--- src/rtl/merge_pkg.sv ---
package merge_pkg;

    typedef enum logic [1:0] {
        ST_MERGE  = 2'd0,
        ST_PASS_A = 2'd1,
        ST_PASS_B = 2'd2,
        ST_DONE   = 2'd3
    } merge_state_t;

    typedef logic [1:0] lane_cnt_t;

endpackage

--- src/rtl/merge_side_stage.sv ---
module merge_side_stage #(
    parameter int SAMPLE_W = 32
) (
    input  logic                  clk,
    input  logic                  rst_n,
    input  logic [2*SAMPLE_W-1:0] word,
    input  logic                  single,
    input  logic                  valid,
    input  logic                  last,
    input  logic                  enable,
    input  logic                  hold,
    input  logic                  commit,
    input  logic [1:0]            take,
    output logic [SAMPLE_W-1:0]   view0,
    output logic [SAMPLE_W-1:0]   view1,
    output logic [1:0]            view_cnt,
    output logic                  ready,
    output logic                  exhausted,
    output logic                  rd
);
    localparam int CW = 3;

    logic [SAMPLE_W-1:0] slot0, slot1;
    logic [1:0]          cnt;
    logic [SAMPLE_W-1:0] w_lo, w_hi;
    logic [CW-1:0]       word_n, offer, sum, fill, taken, after_cnt;
    logic [SAMPLE_W-1:0] nxt0, nxt1;

    assign w_lo = word[SAMPLE_W-1:0];
    assign w_hi = word[2*SAMPLE_W-1:SAMPLE_W];

    // Staged samples come first, then the head word's lanes.
    function automatic logic [SAMPLE_W-1:0] pick_item(
        input logic [CW-1:0]       idx,
        input logic [1:0]          c,
        input logic [SAMPLE_W-1:0] s0,
        input logic [SAMPLE_W-1:0] s1,
        input logic [SAMPLE_W-1:0] w0,
        input logic [SAMPLE_W-1:0] w1
    );
        logic [CW-1:0] off;
        off = idx - {1'b0, c};
        if (idx < {1'b0, c}) begin
            return idx[0] ? s1 : s0;
        end
        return off[0] ? w1 : w0;
    endfunction

    always_comb begin
        word_n   = single ? 3'd1 : 3'd2;
        offer    = (enable && valid) ? word_n : 3'd0;
        sum      = {1'b0, cnt} + offer;
        view_cnt = (sum >= 3'd2) ? 2'd2 : sum[1:0];
        view0    = pick_item(3'd0, cnt, slot0, slot1, w_lo, w_hi);
        view1    = pick_item(3'd1, cnt, slot0, slot1, w_lo, w_hi);
        ready    = !enable || (view_cnt == 2'd2) || (last && !valid);
        exhausted = !enable || (last && !valid && (cnt == 2'd0));
        taken    = commit ? {1'b0, take} : 3'd0;
        fill     = {1'b0, cnt} + word_n;
        rd       = enable && valid && !hold && ((fill - taken) <= 3'd2);
        after_cnt = (rd ? fill : {1'b0, cnt}) - taken;
        nxt0     = pick_item(taken,        cnt, slot0, slot1, w_lo, w_hi);
        nxt1     = pick_item(taken + 3'd1, cnt, slot0, slot1, w_lo, w_hi);
    end

    always_ff @(posedge clk) begin
        if (!rst_n) begin
            cnt   <= 2'd0;
            slot0 <= '0;
            slot1 <= '0;
        end else begin
            cnt   <= after_cnt[1:0];
            slot0 <= nxt0;
            slot1 <= nxt1;
        end
    end

endmodule

--- src/rtl/merge_pair_pick.sv ---
module merge_pair_pick #(
    parameter int SAMPLE_W = 32,
    parameter int KEY_W    = 24
) (
    input  logic [SAMPLE_W-1:0] a0,
    input  logic [SAMPLE_W-1:0] a1,
    input  logic [1:0]          ca,
    input  logic [SAMPLE_W-1:0] b0,
    input  logic [SAMPLE_W-1:0] b1,
    input  logic [1:0]          cb,
    input  logic                ready_a,
    input  logic                ready_b,
    input  logic                active,
    input  logic                full,
    output logic                fire,
    output logic [1:0]          take_a,
    output logic [1:0]          take_b,
    output logic [SAMPLE_W-1:0] lane0,
    output logic [SAMPLE_W-1:0] lane1,
    output logic                lane1_vld
);
    localparam int KEY_LSB = SAMPLE_W - KEY_W;

    logic                first_a, has_first, has_na, has_nb, second_a, has_second;
    logic [SAMPLE_W-1:0] na, nb;
    logic [1:0]          sec_a, sec_b;

    function automatic logic [KEY_W-1:0] key_of(input logic [SAMPLE_W-1:0] s);
        return s[SAMPLE_W-1:KEY_LSB];
    endfunction

    always_comb begin
        has_first  = (ca != 2'd0) || (cb != 2'd0);
        first_a    = (ca != 2'd0) && ((cb == 2'd0) || (key_of(a0) <= key_of(b0)));
        na         = first_a ? a1 : a0;
        nb         = first_a ? b0 : b1;
        has_na     = first_a ? (ca == 2'd2) : (ca != 2'd0);
        has_nb     = first_a ? (cb != 2'd0) : (cb == 2'd2);
        second_a   = has_na && (!has_nb || (key_of(na) <= key_of(nb)));
        has_second = has_na || has_nb;
        lane0      = first_a ? a0 : b0;
        lane1      = second_a ? na : nb;
        lane1_vld  = has_second;
        fire       = active && ready_a && ready_b && !full && has_first;
        sec_a      = (has_second && second_a)  ? 2'd1 : 2'd0;
        sec_b      = (has_second && !second_a) ? 2'd1 : 2'd0;
        take_a     = fire ? ((first_a ? 2'd1 : 2'd0) + sec_a) : 2'd0;
        take_b     = fire ? ((first_a ? 2'd0 : 2'd1) + sec_b) : 2'd0;
    end

endmodule

--- src/rtl/merge_ctrl.sv ---
module merge_ctrl
    import merge_pkg::*;
(
    input  logic clk,
    input  logic rst_n,
    input  logic a_exh,
    input  logic b_exh,
    output logic en_a,
    output logic en_b,
    output logic active,
    output logic done
);
    merge_state_t state, state_nxt;

    always_ff @(posedge clk) begin
        if (!rst_n) begin
            state <= ST_MERGE;
        end else begin
            state <= state_nxt;
        end
    end

    always_comb begin
        state_nxt = state;
        unique case (state)
            ST_MERGE: begin
                if (a_exh && b_exh)  state_nxt = ST_DONE;   // T_BOTH_END
                else if (b_exh)      state_nxt = ST_PASS_A; // T_B_END
                else if (a_exh)      state_nxt = ST_PASS_B; // T_A_END
            end
            ST_PASS_A: if (a_exh) state_nxt = ST_DONE;      // T_TAIL_END
            ST_PASS_B: if (b_exh) state_nxt = ST_DONE;      // T_TAIL_END
            ST_DONE:   state_nxt = ST_DONE;
        endcase
    end

    always_comb begin
        en_a = 1'b0; en_b = 1'b0; active = 1'b0; done = 1'b0;
        unique case (state)
            ST_MERGE:  begin en_a = 1'b1; en_b = 1'b1; active = 1'b1; end
            ST_PASS_A: begin en_a = 1'b1; active = 1'b1; end
            ST_PASS_B: begin en_b = 1'b1; active = 1'b1; end
            ST_DONE:   done = 1'b1;
        endcase
    end

endmodule

--- src/rtl/pair_stream_merger.sv ---
module pair_stream_merger #(
    parameter int SAMPLE_W = 32,
    parameter int KEY_W    = 24
) (
    input  logic                  clk,
    input  logic                  rst_n,
    input  logic [2*SAMPLE_W-1:0] a_data,
    input  logic                  a_single,
    input  logic                  a_valid,
    input  logic                  a_last,
    output logic                  a_rd,
    input  logic [2*SAMPLE_W-1:0] b_data,
    input  logic                  b_single,
    input  logic                  b_valid,
    input  logic                  b_last,
    output logic                  b_rd,
    output logic [2*SAMPLE_W-1:0] o_data,
    output logic                  o_lane1_vld,
    output logic                  o_wr,
    input  logic                  o_full,
    output logic                  merge_done
);
    logic                en_a, en_b, active, done;
    logic [SAMPLE_W-1:0] av0, av1, bv0, bv1, lane0, lane1;
    logic [1:0]          ca, cb, take_a, take_b;
    logic                rdy_a, rdy_b, exh_a, exh_b, fire, l1v;

    merge_side_stage #(.SAMPLE_W(SAMPLE_W)) side_a_i (
        .clk(clk), .rst_n(rst_n), .word(a_data), .single(a_single),
        .valid(a_valid), .last(a_last), .enable(en_a), .hold(o_full),
        .commit(fire), .take(take_a), .view0(av0), .view1(av1),
        .view_cnt(ca), .ready(rdy_a), .exhausted(exh_a), .rd(a_rd)
    );

    merge_side_stage #(.SAMPLE_W(SAMPLE_W)) side_b_i (
        .clk(clk), .rst_n(rst_n), .word(b_data), .single(b_single),
        .valid(b_valid), .last(b_last), .enable(en_b), .hold(o_full),
        .commit(fire), .take(take_b), .view0(bv0), .view1(bv1),
        .view_cnt(cb), .ready(rdy_b), .exhausted(exh_b), .rd(b_rd)
    );

    merge_pair_pick #(.SAMPLE_W(SAMPLE_W), .KEY_W(KEY_W)) pick_i (
        .a0(av0), .a1(av1), .ca(ca), .b0(bv0), .b1(bv1), .cb(cb),
        .ready_a(rdy_a), .ready_b(rdy_b), .active(active), .full(o_full),
        .fire(fire), .take_a(take_a), .take_b(take_b),
        .lane0(lane0), .lane1(lane1), .lane1_vld(l1v)
    );

    merge_ctrl ctrl_i (
        .clk(clk), .rst_n(rst_n), .a_exh(exh_a), .b_exh(exh_b),
        .en_a(en_a), .en_b(en_b), .active(active), .done(done)
    );

    assign o_wr        = fire;
    assign o_lane1_vld = fire && l1v;
    assign o_data      = {(l1v ? lane1 : {SAMPLE_W{1'b0}}), lane0};
    assign merge_done  = done;

endmodule

--- config.mk ---
export PLATFORM = sky130hd
export DESIGN_NAME = pair_stream_merger
export DESIGN_NICKNAME = d
export VERILOG_FILES = /design/src/rtl/merge_pkg.sv /design/src/rtl/merge_side_stage.sv /design/src/rtl/merge_pair_pick.sv /design/src/rtl/merge_ctrl.sv /design/src/rtl/pair_stream_merger.sv
export SDC_FILE = /design/constraint.sdc
export NUM_CORES = 1
export LEC_CHECK = 0
export BUFFER_PORTS_ARGS = -buffer_cell sky130_fd_sc_hd__buf_2
export CAP_MARGIN = 5
export CORE_ASPECT_RATIO = 1.4
export CORE_MARGIN = 5
export CORE_UTILIZATION = 45
export CTS_CLUSTER_SIZE = 25
export DETAILED_ROUTE_END_ITERATION = 10
export PLACE_DENSITY = 0.7
export SYNTH_ARGS = -nofsm -noshare
export SYNTH_HDL_FRONTEND = slang
export SYNTH_SLANG_ARGS = --single-unit
--- constraint.sdc ---
create_clock -name clk -period 7.74 [get_ports clk]
set_clock_uncertainty 0.05 [all_clocks]
set_input_delay 0.774 -clock clk [delete_from_list [all_inputs] [get_ports clk]]
set_output_delay 0.774 -clock clk [all_outputs]
set_load 0.005 [all_outputs]
==> impl_results.md, run 1 <==
- Status: finished, violations left
- Failing checks: setup timing
- Yosys reg bits: 134
- DRT Pass-1 Iters: 6
- DP Wirelength: 30700 µm
- FFs w/ async S/R, synth: 0%
- Core ar.: 0.0285 mm²
- Rows: 73
- Die Y: 211 µm
- DR vias/cell: 5.83
- Global-route wire length before repair: 66000 µm
- CP required: 6920 ps
- Vias in the first global route: 12100
- CP max-delay cell: fa_1
- Syn_area_per_cell: 7.93 µm²
- Antenna violations before repair: 1
- Netlist Area Pre-Place: 0.0130 mm²
- R2r startpoint: side_a_i.cnt[1]
- Synth top cells by count: mux2i_1 (404), nand2_1 (298), dfxtp_1 (134)
- # port buffers: 205
- Max incr delay on CP: 450 ps
- Worst reg-to-reg path cell count: 29
- Layout cell share with drive strength beyond 1: 21.0%
- Cell with the most instances after synthesis: mux2i_1
- Max Root-Sink Buffers: 2
- Slew margin rel.: 14.5%
- CTS sink cnt: 134
- RSZ-0062 raised after global routing: yes
- ANT cells: 0
- CP Data Arrival Time: 6960 ps
- Combinational group share of total power: 68.4%
- Max Slew Vio Count: 0
- Top cells by area, synth: mux2i_1 (31%), dfxtp_1 (21%), nand2_1 (8.6%)
- Worst skew pair latency: 450 ps
- Routability Congestion: 0.929
- Hold_buf cts: 0
- Overall Global Routing Usage: 25.1%
- DIE WIDTH: 154 µm
- Die ar.: 0.0325 mm²
- Hold Crit Depth: 2
- Fin util: 54.9%
- # IOs: 206
- H-tree depth: 4
- Setup_tns: -47.3 ps
- CTS tree: done
- Largest net degree at the start of global routing: 135
- Predominant post-synthesis flop cell: dfxtp_1
- Total CTS buffers: 17
- Post-route minimum period: 7790 ps
- Wirelength, routed: 43300 µm
- Hold crit path type: reg2reg
- Final WS setup: -47.3 ps
- CP Capture Type: primary output
- Hold Crit Start: ctrl_i.state[0]
- Post-route ant nets: 0
- Cell Int Power: 3.49 mW
- Cells after synthesis: 1644
- Register area share after synthesis: 20.6%
- CP Class: reg2out
- DRT iter0 DRCs: 1089
- Hold Violations, Final: 0
- Peak VDD IR: 0.000187 V
- YS warnings: 0
- Worst-path clk slew: 60 ps
- Switching power: 3.12 mW
- Via count: 12800
- WL per Instance: 19.8 µm
- Number of remaining DRC errors: 0
- Initial Utilization: 45.7%
- PwrDens: 422 mW/mm²
- Max capacitance violation total: 0
- Nature of the critical path startpoint: flip-flop
- Worst-Margin Slew: 1280 ps
- Most used cell, CP: ha_1
- Area growth, synth to finish: 20.1%
- Clk pwr share: 13.6%
- Largest area contributor in the netlist: mux2i_1
- Final setup fails: 1
- Final Cycle Share: 101%
- Fmax: 0.128 GHz
- Sw frac: 47.1%
- Post-synth top area share: 31.0%
- Number of synthesized flops with an enable pin: 0
- Flop pwr share: 18.1%
- Fin nets: 2015
- Grt ovf: 0
- Worst-path fanout max: 17
- Yosys cell types: 55
- CTS root buffer: clkbuf_16
- Syn Nets: 1855
- Leakage power: 7.83 nW
- Crit path from: side_a_i.cnt[1]
## kinds of logic after synthesis
| family | count (synthesis) | synth area share (%) |
|---|---|---|
| adder cells (fa/ha/maj) | 74 | 7.57 |
| XOR/XNOR | 6 | 0.403 |
| flip-flops | 134 | 20.6 |
| AO/OA/AOI/OAI | 225 | 10.5 |
| AND/OR/NAND/NOR | 595 | 21.2 |
| multiplexers | 437 | 33.9 |
| buffers and inverters | 173 | 5.86 |
## power by group through the flow
stage          Combinational (mW)  Sequential, mW  Clock (mW)
2_1_floorplan                2.97            1.14           0
3_3_place_gp                 4.23            1.18           0
3_5_place_dp                 4.27            1.19           0
4_1_cts                      4.33            1.18       0.909
5_1_grt                      4.92            1.22       0.930
6_report                     4.52            1.19       0.897
## state kept, by name, indices dropped and copies added (netlist names)
register,cells
side_a_i.slot0,32
side_a_i.slot1,32
side_b_i.slot0,32
side_b_i.slot1,32
ctrl_i.state,2
side_a_i.cnt,2
side_b_i.cnt,2
## through the flow
stage	area, µm²	power (mW)	setup slack [ps]	std cells	hold slack (ps)
final	15700	6.61	-47.3	2192	492
after floorplan	13200	4.11	31.5	1644	436
after global placement	14600	5.40	346	2153	475
after detailed placement	14600	5.46	272	2153	485
after global routing	15700	7.08	-287	2192	512
after CTS	15300	6.42	5.34	2187	494
## worst max-delay path, delay by kind of cell, from the launching register on
kind	cells	cell delay, ps
AND/OR/NAND/NOR	8	1470
multiplexers	1	390
flip-flops	1	330
AO/OA/AOI/OAI	6	1670
buffers and inverters	9	1160
adder cells (fa/ha/maj)	5	1480
## cell type report
class                           instances  area [µm²]
Inverter                               44         175
Fill cell                            2648       12800
Multi-Input combinational cell       1337        9920
Timing Repair Buffer                  270        1760
Tap cell                              375         469
Sequential cell                       134        2690
Clock inverter                         11         173
Clock buffer                           21         460
## layer usage
metal,track usage (%),wire length (µm)
met4,9.87,1480
met5,0,11
met3,3.33,2660
met2,41.5,20700
met1,33.4,18500
## placed cells by master, fill, tap and decap left out, types with 35 or more instances in the layout
| master | netlist | final |
|---|---|---|
| o211ai_1 | 35 | 35 |
| inv_1 | 42 | 42 |
| mux2i_1 | 404 | 402 |
| buf_2 | 14 | 205 |
| o21ai_0 | 47 | 46 |
| ha_1 | 66 | 60 |
| nand2_1 | 298 | 298 |
| buf_4 | 7 | 44 |
| nor2_1 | 68 | 65 |
| a21oi_1 | 100 | 84 |
| dfxtp_1 | 134 | 130 |
| and3_1 | 131 | 131 |
## worst paths after layout
| path | endpoint | slack [ps] |
|---|---|---|
| setup / recovery | a_rd | -50 |
| hold / removal | ctrl_i.state[0] | 490 |
| setup reg to reg | side_a_i.slot1[2] | 400 |
| hold reg to reg | ctrl_i.state[0] | 490 |
## repair_timing
| action | CTS | global route |
|---|---|---|
| buffers inserted | 1 | 2 |
| setup endpoints to repair | 2 | 2 |
| pin swaps | 1 | 0 |
| gates cloned | 1 | 3 |
| endpoints found under the hold margin | 0 | 0 |
| gates resized for setup | 9 | 42 |
Note: power is estimated with default switching activity, not from simulation.
==> run 2, diff against run 1 <==
Settings changed: ABC_AREA set to 1, CAP_MARGIN 5 to 25, CTS_CLUSTER_SIZE 25 to not set.
==> impl_results.md, run 2 <==
- Status: complete, no violations
- CP required: 6920 ps (about the same)
- Predominant post-synthesis flop cell: dfxtp_1
- CP Data Arrival Time: 6370 ps (-590 ps)
- CP max-delay cell: buf_4
- Via count: 14700 (+15%)
- Global-route wire length before repair: 69700 µm (+5.7%)
- Syn_area_per_cell: 6.00 µm² (-24%)
- Routability Congestion: 0.889 (-4.3%)
- Area growth, synth to finish: 14.0%
- Yosys cell types: 41 (-25%)
- ANT cells: 0 (unchanged)
- Worst reg2reg setup slack: 810 ps (+410 ps)
- DRT Pass-1 Iters: 6 (unchanged)
- Post-route ant nets: 0 (unchanged)
- CTS sink cnt: 134 (unchanged)
- Fin nets: 2482 (+23%)
- DRT iter0 DRCs: 1364 (+25%)
- Die Y: 211 µm (about the same)
- Largest area contributor in the netlist: dfxtp_1
- Layout cell share with drive strength beyond 1: 16.7% (-4.3 points)
- WL per Instance: 16.9 µm (-15%)
- YS warnings: 0 (unchanged)
- Worst-path clk slew: 60 ps (about the same)
- Largest net degree at the start of global routing: 98 (-27%)
- RSZ-0062 raised after global routing: no
- Die ar.: 0.0325 mm² (-0.15%)
- Most frequent cells in the layout: nand2_1 (610), o21ai_0 (387), buf_2 (204), inv_1 (193), dfxtp_1 (130)
- Fmax: 0.139 GHz (+8.2%)
- DIE WIDTH: 154 µm (about the same)
- FFs w/ async S/R, synth: 0% (unchanged)
- CTS root buffer: clkbuf_16
- # fillers: 2962 (+12%)
- Most common cell after layout, fill and taps aside: nand2_1
- Synth top cells by count: nand2_1 (610), o21ai_0 (401), inv_1 (193)
- CP Class: reg2out
- Max incr delay on CP: 620 ps (+170 ps)
- Number of synthesized flops with an enable pin: 0 (unchanged)
- Vias in the first global route: 13300 (+9.6%)
- Overall Global Routing Usage: 26.2% (+1.0 points)
- Max Root-Sink Buffers: 2 (unchanged)
- Final Cycle Share: 93.0% (-7.6 points)
- Top cells by area, synth: dfxtp_1 (21%), nand2_1 (18%), o21ai_0 (15%)
- Post-route minimum period: 7200 ps (-590 ps)
- Final setup fails: 0 (-1)
- Grt ovf: 0 (unchanged)
- Hold_buf cts: 0 (unchanged)
- Yosys reg bits: 134 (unchanged)
- H-tree depth: 4 (unchanged)
- Hold Crit Depth: 2 (unchanged)
- DR vias/cell: 5.53 (-5.2%)
- Slew margin rel.: 34.6% (+20 points)
- Post-synth top area share: 20.6% (-10 points)
- Worst reg-to-reg path cell count: 30 (+3.4%)
- Wirelength, routed: 44800 µm (+3.5%)
- Hold Violations, Final: 0 (unchanged)
- Total CTS buffers: 17 (unchanged)
- Register area share after synthesis: 20.6% (+0.034 points)
- Netlist Area Pre-Place: 0.0130 mm² (-0.16%)
- Worst-path fanout max: 69 (+52)
- Initial Utilization: 45.6% (-0.075 points)
- Cells after synthesis: 2167 (+32%)
- Worst skew pair latency: 440 ps (about the same)
- Cell with the most instances after synthesis: nand2_1
- CTS tree: done
- Syn Nets: 2378 (+28%)
- Nature of the critical path startpoint: flip-flop
- Max capacitance violation total: 0 (unchanged)
- Setup_tns: 0 ps (+47.3 ps)
- DP Wirelength: 32300 µm (+5.2%)
- Hold crit path type: reg2reg
- Rows: 73 (unchanged)
- # IOs: 206 (unchanged)
- CP Capture Type: primary output
- Antenna violations before repair: 0 (-1)
- # port buffers: 205 (unchanged)
- Number of remaining DRC errors: 0 (unchanged)
- Core ar.: 0.0285 mm² (unchanged)
- Max Slew Vio Count: 0 (unchanged)
- Worst-Margin Slew: 981 ps (-301 ps)
-- run 2: changes by cell type after synthesis, moves of 45 or more --
| cell | change |
|---|---|
| o21ai_0 | +354 |
| mux2i_1 | -348 |
| nand2_1 | +312 |
| inv_1 | +151 |
| and3_1 | -131 |
| a31oi_1 | +59 |
| nand3_1 | +48 |
| nand2_2 | +47 |
| nor2_1 | +45 |
-- run 2: final cells by class --
cell class | instances | area (µm²) | area share, %
Clock buffer | 23 | 468 | 3.16
Multi-Input combinational cell | 1673 | 8900 | 60.0
Inverter | 200 | 751 | 5.06
Tap cell | 375 | 469 | 3.16
Timing Repair Buffer | 245 | 1430 | 9.63
Sequential cell | 134 | 2690 | 18.1
Clock inverter | 9 | 125 | 0.844
-- run 2: what timing repair did --
item	CTS	global route
endpoints found under the setup margin	0	19
gates resized for setup	0	26
buffers inserted	0	6
endpoints found under the hold margin	0	0
-- run 2: worst max-delay path: cells and delay by family (launching register included) --
family,cells,cell delay [ps]
DFF,1,440
buffers and inverters,7,1440
adders and majority gates,6,1860
AOI/OAI and AO/OA,2,290
and+or+nand+nor,15,1900
-- run 2: logic make-up (layout without fill, tap and decap cells) --
| group | count (synthesis) | in the layout | share of synthesized area [%] |
|---|---|---|---|
| muxes | 63 | 63 | 4.92 |
| and+or+nand+nor | 872 | 874 | 27.5 |
| buffers and inverters | 362 | 477 | 11.7 |
| adders and majority gates | 74 | 74 | 7.58 |
| xor gates and xnor gates | 1 | 1 | 0.0673 |
| DFF | 134 | 134 | 20.6 |
| AOI/OAI and AO/OA | 661 | 661 | 27.6 |
-- run 2: final timing paths --
path                                           end         startpoint
worst min register to register   side_a_i.slot0[3]  side_a_i.slot0[3]
worst max-delay path                          b_rd    side_a_i.cnt[0]
worst max register to register  side_b_i.slot1[11]    side_a_i.cnt[0]
worst min-delay path             side_a_i.slot0[3]  side_a_i.slot0[3]
-- run 2: metal layers --
layer	part of all wire (%)	global-route usage, %
met3	7.5	3.46
met4	2.9	8.90
met5	0	0
met2	47	43.0
met1	43	35.5
-- run 2: through the flow --
step | setup slack (ps) | util [%] | cell area (µm²) | hold WS [ps] | cells
final | 543 | 52.0 | 14800 | 414 | 2659
after global routing | 82.5 | 52.0 | 14800 | 433 | 2659
after CTS | 178 | 51.6 | 14700 | 416 | 2651
after detailed placement | 521 | 49.5 | 14100 | 406 | 2619
after global placement | 694 | 49.5 | 14100 | 400 | 2619
after floorplan | 1500 | - | 13000 | 386 | 2167
Power of run 2 is left out: the tool's default activity adds up to more than one toggle a clock period on the data nets, which glitch-free logic cannot reach.
